==> src/rtl/qw_pkg.sv <==
package qw_pkg;
    typedef enum logic [1:0] {
        QW_IDLE    = 2'd0,
        QW_BEAT_LO = 2'd1,
        QW_BEAT_HI = 2'd2,
        QW_DONE    = 2'd3
    } qw_state_e;
endpackage

==> src/rtl/qw_agu.sv <==
module qw_agu #(
    parameter int ADDR_W    = 32,
    parameter int OFS_W     = 16,
    parameter int ALIGN_LSB = 4
) (
    input  logic [ADDR_W-1:0] base,
    input  logic [OFS_W-1:0]  offset,
    output logic [ADDR_W-1:0] aligned
);
    localparam int EXT_W = ADDR_W - OFS_W;

    logic [ADDR_W-1:0] ofs_ext;
    logic [ADDR_W-1:0] eff;

    always_comb begin
        ofs_ext = {{EXT_W{offset[OFS_W-1]}}, offset};
        eff     = base + ofs_ext;
        aligned = {eff[ADDR_W-1:ALIGN_LSB], {ALIGN_LSB{1'b0}}};
    end
endmodule

==> src/rtl/qw_fsm.sv <==
module qw_fsm
    import qw_pkg::*;
(
    input  logic      clk,
    input  logic      rst_n,
    input  logic      start,
    input  logic      mem_ready,
    output qw_state_e state
);
    qw_state_e state_nx;

    always_ff @(posedge clk) begin
        if (!rst_n) state <= QW_IDLE;
        else        state <= state_nx;
    end

    always_comb begin
        state_nx = state;
        unique case (state)
            QW_IDLE:    if (start)     state_nx = QW_BEAT_LO;
            QW_BEAT_LO: if (mem_ready) state_nx = QW_BEAT_HI;
            QW_BEAT_HI: if (mem_ready) state_nx = QW_DONE;
            QW_DONE:                   state_nx = QW_IDLE;
            default:                   state_nx = QW_IDLE;
        endcase
    end
endmodule

==> src/rtl/qw_regs.sv <==
module qw_regs #(
    parameter int ADDR_W = 32,
    parameter int REG_W  = 5,
    parameter int BEAT_W = 64
) (
    input  logic                  clk,
    input  logic                  rst_n,
    input  logic                  start,
    input  logic                  store_in,
    input  logic [REG_W-1:0]      idx_in,
    input  logic [ADDR_W-1:0]     addr_in,
    input  logic [2*BEAT_W-1:0]   wdata_in,
    input  logic                  cap_lo,
    input  logic                  cap_hi,
    input  logic [BEAT_W-1:0]     rdata,
    output logic                  store_q,
    output logic [REG_W-1:0]      idx_q,
    output logic [ADDR_W-1:0]     addr_q,
    output logic [2*BEAT_W-1:0]   wdata_q,
    output logic [2*BEAT_W-1:0]   rdata_q
);
    always_ff @(posedge clk) begin
        if (!rst_n) begin
            store_q <= 1'b0;
            idx_q   <= '0;
            addr_q  <= '0;
            wdata_q <= '0;
            rdata_q <= '0;
        end else begin
            if (start) begin
                store_q <= store_in;
                idx_q   <= idx_in;
                addr_q  <= addr_in;
                wdata_q <= (idx_in == '0) ? '0 : wdata_in;
            end
            if (cap_lo) rdata_q[BEAT_W-1:0]        <= rdata;
            if (cap_hi) rdata_q[2*BEAT_W-1:BEAT_W] <= rdata;
        end
    end
endmodule

==> src/rtl/qword_mover.sv <==
module qword_mover
    import qw_pkg::*;
#(
    parameter int ADDR_W = 32,
    parameter int OFS_W  = 16,
    parameter int REG_W  = 5,
    parameter int BEAT_W = 64
) (
    input  logic                clk,
    input  logic                rst_n,
    input  logic                req_valid,
    input  logic                req_store,
    input  logic [ADDR_W-1:0]   req_base,
    input  logic [OFS_W-1:0]    req_offset,
    input  logic [REG_W-1:0]    req_reg,
    input  logic [2*BEAT_W-1:0] req_wdata,
    output logic                busy,
    output logic                mem_req,
    output logic                mem_we,
    output logic [ADDR_W-1:0]   mem_addr,
    output logic [BEAT_W-1:0]   mem_wdata,
    input  logic                mem_ready,
    input  logic [BEAT_W-1:0]   mem_rdata,
    output logic                rf_we,
    output logic [REG_W-1:0]    rf_idx,
    output logic [2*BEAT_W-1:0] rf_wdata
);
    localparam int QW_W      = 2 * BEAT_W;
    localparam int ALIGN_LSB = $clog2(QW_W / 8);
    localparam int HALF_STEP = BEAT_W / 8;

    qw_state_e           state;
    logic                start;
    logic                cap_lo;
    logic                cap_hi;
    logic [ADDR_W-1:0]   aligned;
    logic                store_q;
    logic [REG_W-1:0]    idx_q;
    logic [ADDR_W-1:0]   addr_q;
    logic [QW_W-1:0]     wdata_q;
    logic [QW_W-1:0]     rdata_q;

    // A load into index 0 is dropped before it reaches the sequencer.
    assign start  = req_valid && (state == QW_IDLE) && (req_store || (req_reg != '0));
    assign cap_lo = (state == QW_BEAT_LO) && mem_ready && !store_q;
    assign cap_hi = (state == QW_BEAT_HI) && mem_ready && !store_q;

    qw_agu #(.ADDR_W(ADDR_W), .OFS_W(OFS_W), .ALIGN_LSB(ALIGN_LSB)) u_agu (
        .base    (req_base),
        .offset  (req_offset),
        .aligned (aligned)
    );

    qw_fsm u_fsm (
        .clk       (clk),
        .rst_n     (rst_n),
        .start     (start),
        .mem_ready (mem_ready),
        .state     (state)
    );

    qw_regs #(.ADDR_W(ADDR_W), .REG_W(REG_W), .BEAT_W(BEAT_W)) u_regs (
        .clk      (clk),
        .rst_n    (rst_n),
        .start    (start),
        .store_in (req_store),
        .idx_in   (req_reg),
        .addr_in  (aligned),
        .wdata_in (req_wdata),
        .cap_lo   (cap_lo),
        .cap_hi   (cap_hi),
        .rdata    (mem_rdata),
        .store_q  (store_q),
        .idx_q    (idx_q),
        .addr_q   (addr_q),
        .wdata_q  (wdata_q),
        .rdata_q  (rdata_q)
    );

    always_comb begin
        busy      = 1'b1;
        mem_req   = 1'b0;
        mem_addr  = addr_q;
        mem_wdata = wdata_q[BEAT_W-1:0];
        rf_we     = 1'b0;
        unique case (state)
            QW_IDLE:    busy = 1'b0;
            QW_BEAT_LO: mem_req = 1'b1;
            QW_BEAT_HI: begin
                mem_req   = 1'b1;
                mem_addr  = addr_q + ADDR_W'(HALF_STEP);
                mem_wdata = wdata_q[QW_W-1:BEAT_W];
            end
            QW_DONE:    rf_we = !store_q;
            default:    busy = 1'b0;
        endcase
        mem_we   = mem_req && store_q;
        rf_idx   = idx_q;
        rf_wdata = rdata_q;
    end
endmodule

==> config.mk <==
export PLATFORM = sky130hd
export DESIGN_NAME = qword_mover
export DESIGN_NICKNAME = d
export VERILOG_FILES = /design/src/rtl/qw_pkg.sv /design/src/rtl/qw_agu.sv /design/src/rtl/qw_fsm.sv /design/src/rtl/qw_regs.sv /design/src/rtl/qword_mover.sv
export SDC_FILE = /design/constraint.sdc
export NUM_CORES = 1
export LEC_CHECK = 0
export ABC_AREA = 1
export ABC_CLOCK_PERIOD_IN_PS = 3300
export BUFFER_PORTS_ARGS = -buffer_cell sky130_fd_sc_hd__buf_2
export CORE_AREA = 2 2 190 192
export DETAILED_ROUTE_END_ITERATION = 7
export DIE_AREA = 0 0 192 194
export PLACE_DENSITY = 0.68
export RECOVER_POWER = 50
export SYNTH_ARGS = -nofsm -noshare
export SYNTH_HDL_FRONTEND = slang
export SYNTH_SLANG_ARGS = --single-unit
==> constraint.sdc <==
create_clock -name clk -period 3.3 [get_ports clk]
set_input_delay 0.66 -clock clk [delete_from_list [all_inputs] [get_ports clk]]
set_output_delay 0.66 -clock clk [all_outputs]
set_load 0.03 [all_outputs]
==> metrics list <==
- Result of the run: finished, final reports clean
* Actual transition at the worst max-transition pin: 1.47 ns
- Summed over all failing endpoints, the final setup total negative slack is 0 ns.
* Kind of capture point of the worst setup path: output port
- Number of buffers added to fix hold violations after cts: 0
- In this run the clock root is driven by a sky130_fd_sc_hd__clkbuf_16.
* Final-stage net count: 2,490
- The netlist uses 29 different library cells.
* Worst-skew pair later-pin latency: 0.50 ns
- Maximum number of pins on one net before global-route repair: 139
- In this run the biggest area consumer among cell types represents 44.5% of the synthesized area.
- Overall power: 13.6 mW
* Number of filler cells placed in the layout: 3,576
- The die is 192 um wide.
- The floorplan step set the die height to 194 um.
* Clock H-tree levels: 2
- Required arrival time at the worst endpoint: 2.64 ns
* Synth area leader: sky130_fd_sc_hd__dfxtp_1
* Final routed DRC violation total: 0
- Reported leakage power: 8.03 nW
* Share of the yosys chip area belonging to registers: 44.5%
- After layout, the minimum clock period comes to 2.81 ns.
- For this run, asynchronously set or reset flops after synthesis account for 0%.
* RePlAce Congestion: 0.937
- Fraction of final layout cells with drive strength greater than 1: 20.4%
* Post-detailed-route wirelength per cell: 15.8 um
- Remaining antenna violation count: 0
- After legalization and detailed placement, the total HPWL measured 31.1 mm.
- Effective utilization at floorplan: 37.3%
- In this run switching power makes up 40.1% of total power.
* Vias in the first global route: 12,300
- Arr. time, crit path: 2.15 ns
- Classification of the worst setup path: flop to output port
- Number of DRC markers after the initial detailed-route iteration: 642
* Hold/Removal Path Class: input port to flop
- The total count of hold-check failures in the final report was 0.
- Most numerous cell types in the synthesized netlist: sky130_fd_sc_hd__nor2_1 (495), sky130_fd_sc_hd__dfxtp_1 (292), sky130_fd_sc_hd__nand2_1 (253)
- The synthesized netlist occupies a cell area of 13,100 um2.
* Input/output buffers: 479
* Total of endpoints with negative setup slack in the final report: 0
- The first global-routing pass estimated 64.5 mm of wire.
- Headroom to the max-slew limit: 2.29%
- The worst setup path is launched from a flop.
- Synthesis produced a netlist whose cell count is 1,776.
- Maximum fanout along the worst path: 16
* Vias after detailed routing: 13,200
* Max_cap viols: 0
- Highest clock rate: 356 MHz
* Area inside the core boundary: 35,200 um2
- The clock arrives with 0.0107 ns of skew.
* Clock Sinks: 292
- The most used flip-flop cell after synthesis is sky130_fd_sc_hd__dfxtp_1.
- The initial antenna violation count is 7.
- Layout-stage area growth over the synthesis result: 27.5%
- sky130_fd_sc_hd__nor2_1 is the most common cell in the netlist.
- The internal portion of the total power is 8.12 mW.
- Before CTS, the worst setup slack after placement is 0.638 ns.
* Max-slew violation count: 0
* Count of flip-flops with a built-in enable after synthesis: 0
- After layout, the worst setup slack is 0.488 ns.
- In this run the count of I/O pins placed on the die edge is 483.
- Deepest clock path buffer count: 3
- Synthesis inferred 292 register bits.
- Detailed Route WL: 42.6 mm
- Cell types occupying the most area after synthesis: sky130_fd_sc_hd__dfxtp_1 (44%), sky130_fd_sc_hd__nor2_1 (14%), sky130_fd_sc_hd__a22oi_1 (7.3%)
* Post-CTS Repair Setup Buffers: 0
- Count of instances resized after the clock tree is built: 0
- Avg Synthesized Cell Area: 7.40 um2
- Total congestion overflow after global routing: 0
- Across every metal layer, demand over resource in global routing totals 21.6%.
- CTS tree: done
- Power spread over the standard cell area amounts to 809 nW/um2.
- Sequential share of power: 33.9%
* Yosys warning count: 0
- Core occupancy in the finished layout: 47.6%
* Row count: 69
- After clock tree synthesis, the clock-pin slew on the worst setup and hold paths is 0.06 ns.
- Relative contribution of combinational cells to total power: 38.4%
- Number of optimization iterations in the first detailed-route pass: 7
* Unrepaired setup endpoints after global routing: no
* Peak supply drop: 0.469 mV
- Fraction of the cycle the final worst path needs: 85.2%
- The die covers 37,200 um2.
* Number of buffers added by the clock tree synthesis step: 34
- Clock power frac: 27.7%
- Using the TritonRoute via totals, the vias-per-cell ratio works out to 4.91.
- Summed over all nets, the switching power comes to 5.44 mW.
[per-layer routing]
metal,share of wire [%],GRT usage (%)
met1,40,25.8
met2,48,36.7
met3,7.5,4.94
met4,3.9,9.61
met5,0.031,0
[placed cells by master (no fill, tap or decap), drive strengths merged, types with 2 or more instances in the layout]
cell	count
o21ai	153
dfxtp	292
buf	327
xor2	12
bufinv	3
nand3	35
conb	3
mux2	64
clkinv	4
nand2	253
a22oi	128
nor3	4
nand4	3
clkbuf	212
a21oi	28
inv	163
ha	35
nor2	495
diode	6
and3	2
o21bai	4
[through the flow]
stage / hold slack [ns] / cells / instance area, um2
2_1_floorplan: 0.460 / 1778 / 13100
3_3_place_gp: 0.458 / 2630 / 15900
3_5_place_dp: 0.466 / 2630 / 15900
4_1_cts: 0.378 / 2686 / 17000
5_1_grt: 0.393 / 2692 / 16800
6_report: 0.410 / 2692 / 16800
[worst max-delay path: stages (launching register included)]
cell,delay (ns)
sky130_fd_sc_hd__dfxtp_1,0.33
sky130_fd_sc_hd__inv_1,0.11
sky130_fd_sc_hd__ha_1,0.22
sky130_fd_sc_hd__clkbuf_2,0.41
sky130_fd_sc_hd__mux2_2,0.40
sky130_fd_sc_hd__buf_2,0.18
[flip-flops by register name, summed over array words and instances, names as in the netlist]
register,cells
u_fsm.state,2
u_regs.addr_q,28
u_regs.idx_q,5
u_regs.rdata_q,128
u_regs.store_q,1
u_regs.wdata_q,128
[layout make-up]
type / count / area (um2) / share of cell area, %
multi-input combinational: 1223 / 6250 / 37.3
sequential: 292 / 5850 / 34.9
timing repair buffer: 492 / 2350 / 14.0
clock buffer: 47 / 981 / 5.85
inverter: 162 / 612 / 3.65
tap: 461 / 577 / 3.44
clock inverter: 9 / 128 / 0.762
antenna: 6 / 15.0 / 0.0896
[power groups by stage]
stage / clock [mW] / combinational [mW] / sequential (mW)
global route: 3.99 / 5.71 / 4.67
finish: 3.76 / 5.21 / 4.59
CTS: 3.86 / 5.41 / 4.57
global placement: 0 / 5.29 / 4.62
detailed placement: 0 / 5.39 / 4.64
floorplan: 0 / 3.06 / 5.41
[logic make-up after synthesis]
family	Yosys count	synth area share [%]
AND/OR/NAND/NOR	793	23.2
AO/OA/AOI/OAI	315	14.6
flip-flops	292	44.5
buffers and inverters	263	7.99
multiplexers	64	5.48
adder cells (fa/ha/maj)	35	3.33
XOR/XNOR	13	0.867
other	1	0.0285
[path summary, 6_finish.rpt]
kind                       from                  end  slack, ns  cells past startpoint
min               req_wdata[81]   u_regs.wdata_q[81]       0.41                      3
max reg2reg      u_fsm.state[0]  u_regs.rdata_q[115]       0.50                      7
max              u_fsm.state[0]        mem_wdata[55]       0.49                      5
min reg2reg  u_regs.rdata_q[59]   u_regs.rdata_q[59]       0.48                      2
No activity file was read; power rests on OpenSTA's default activity.
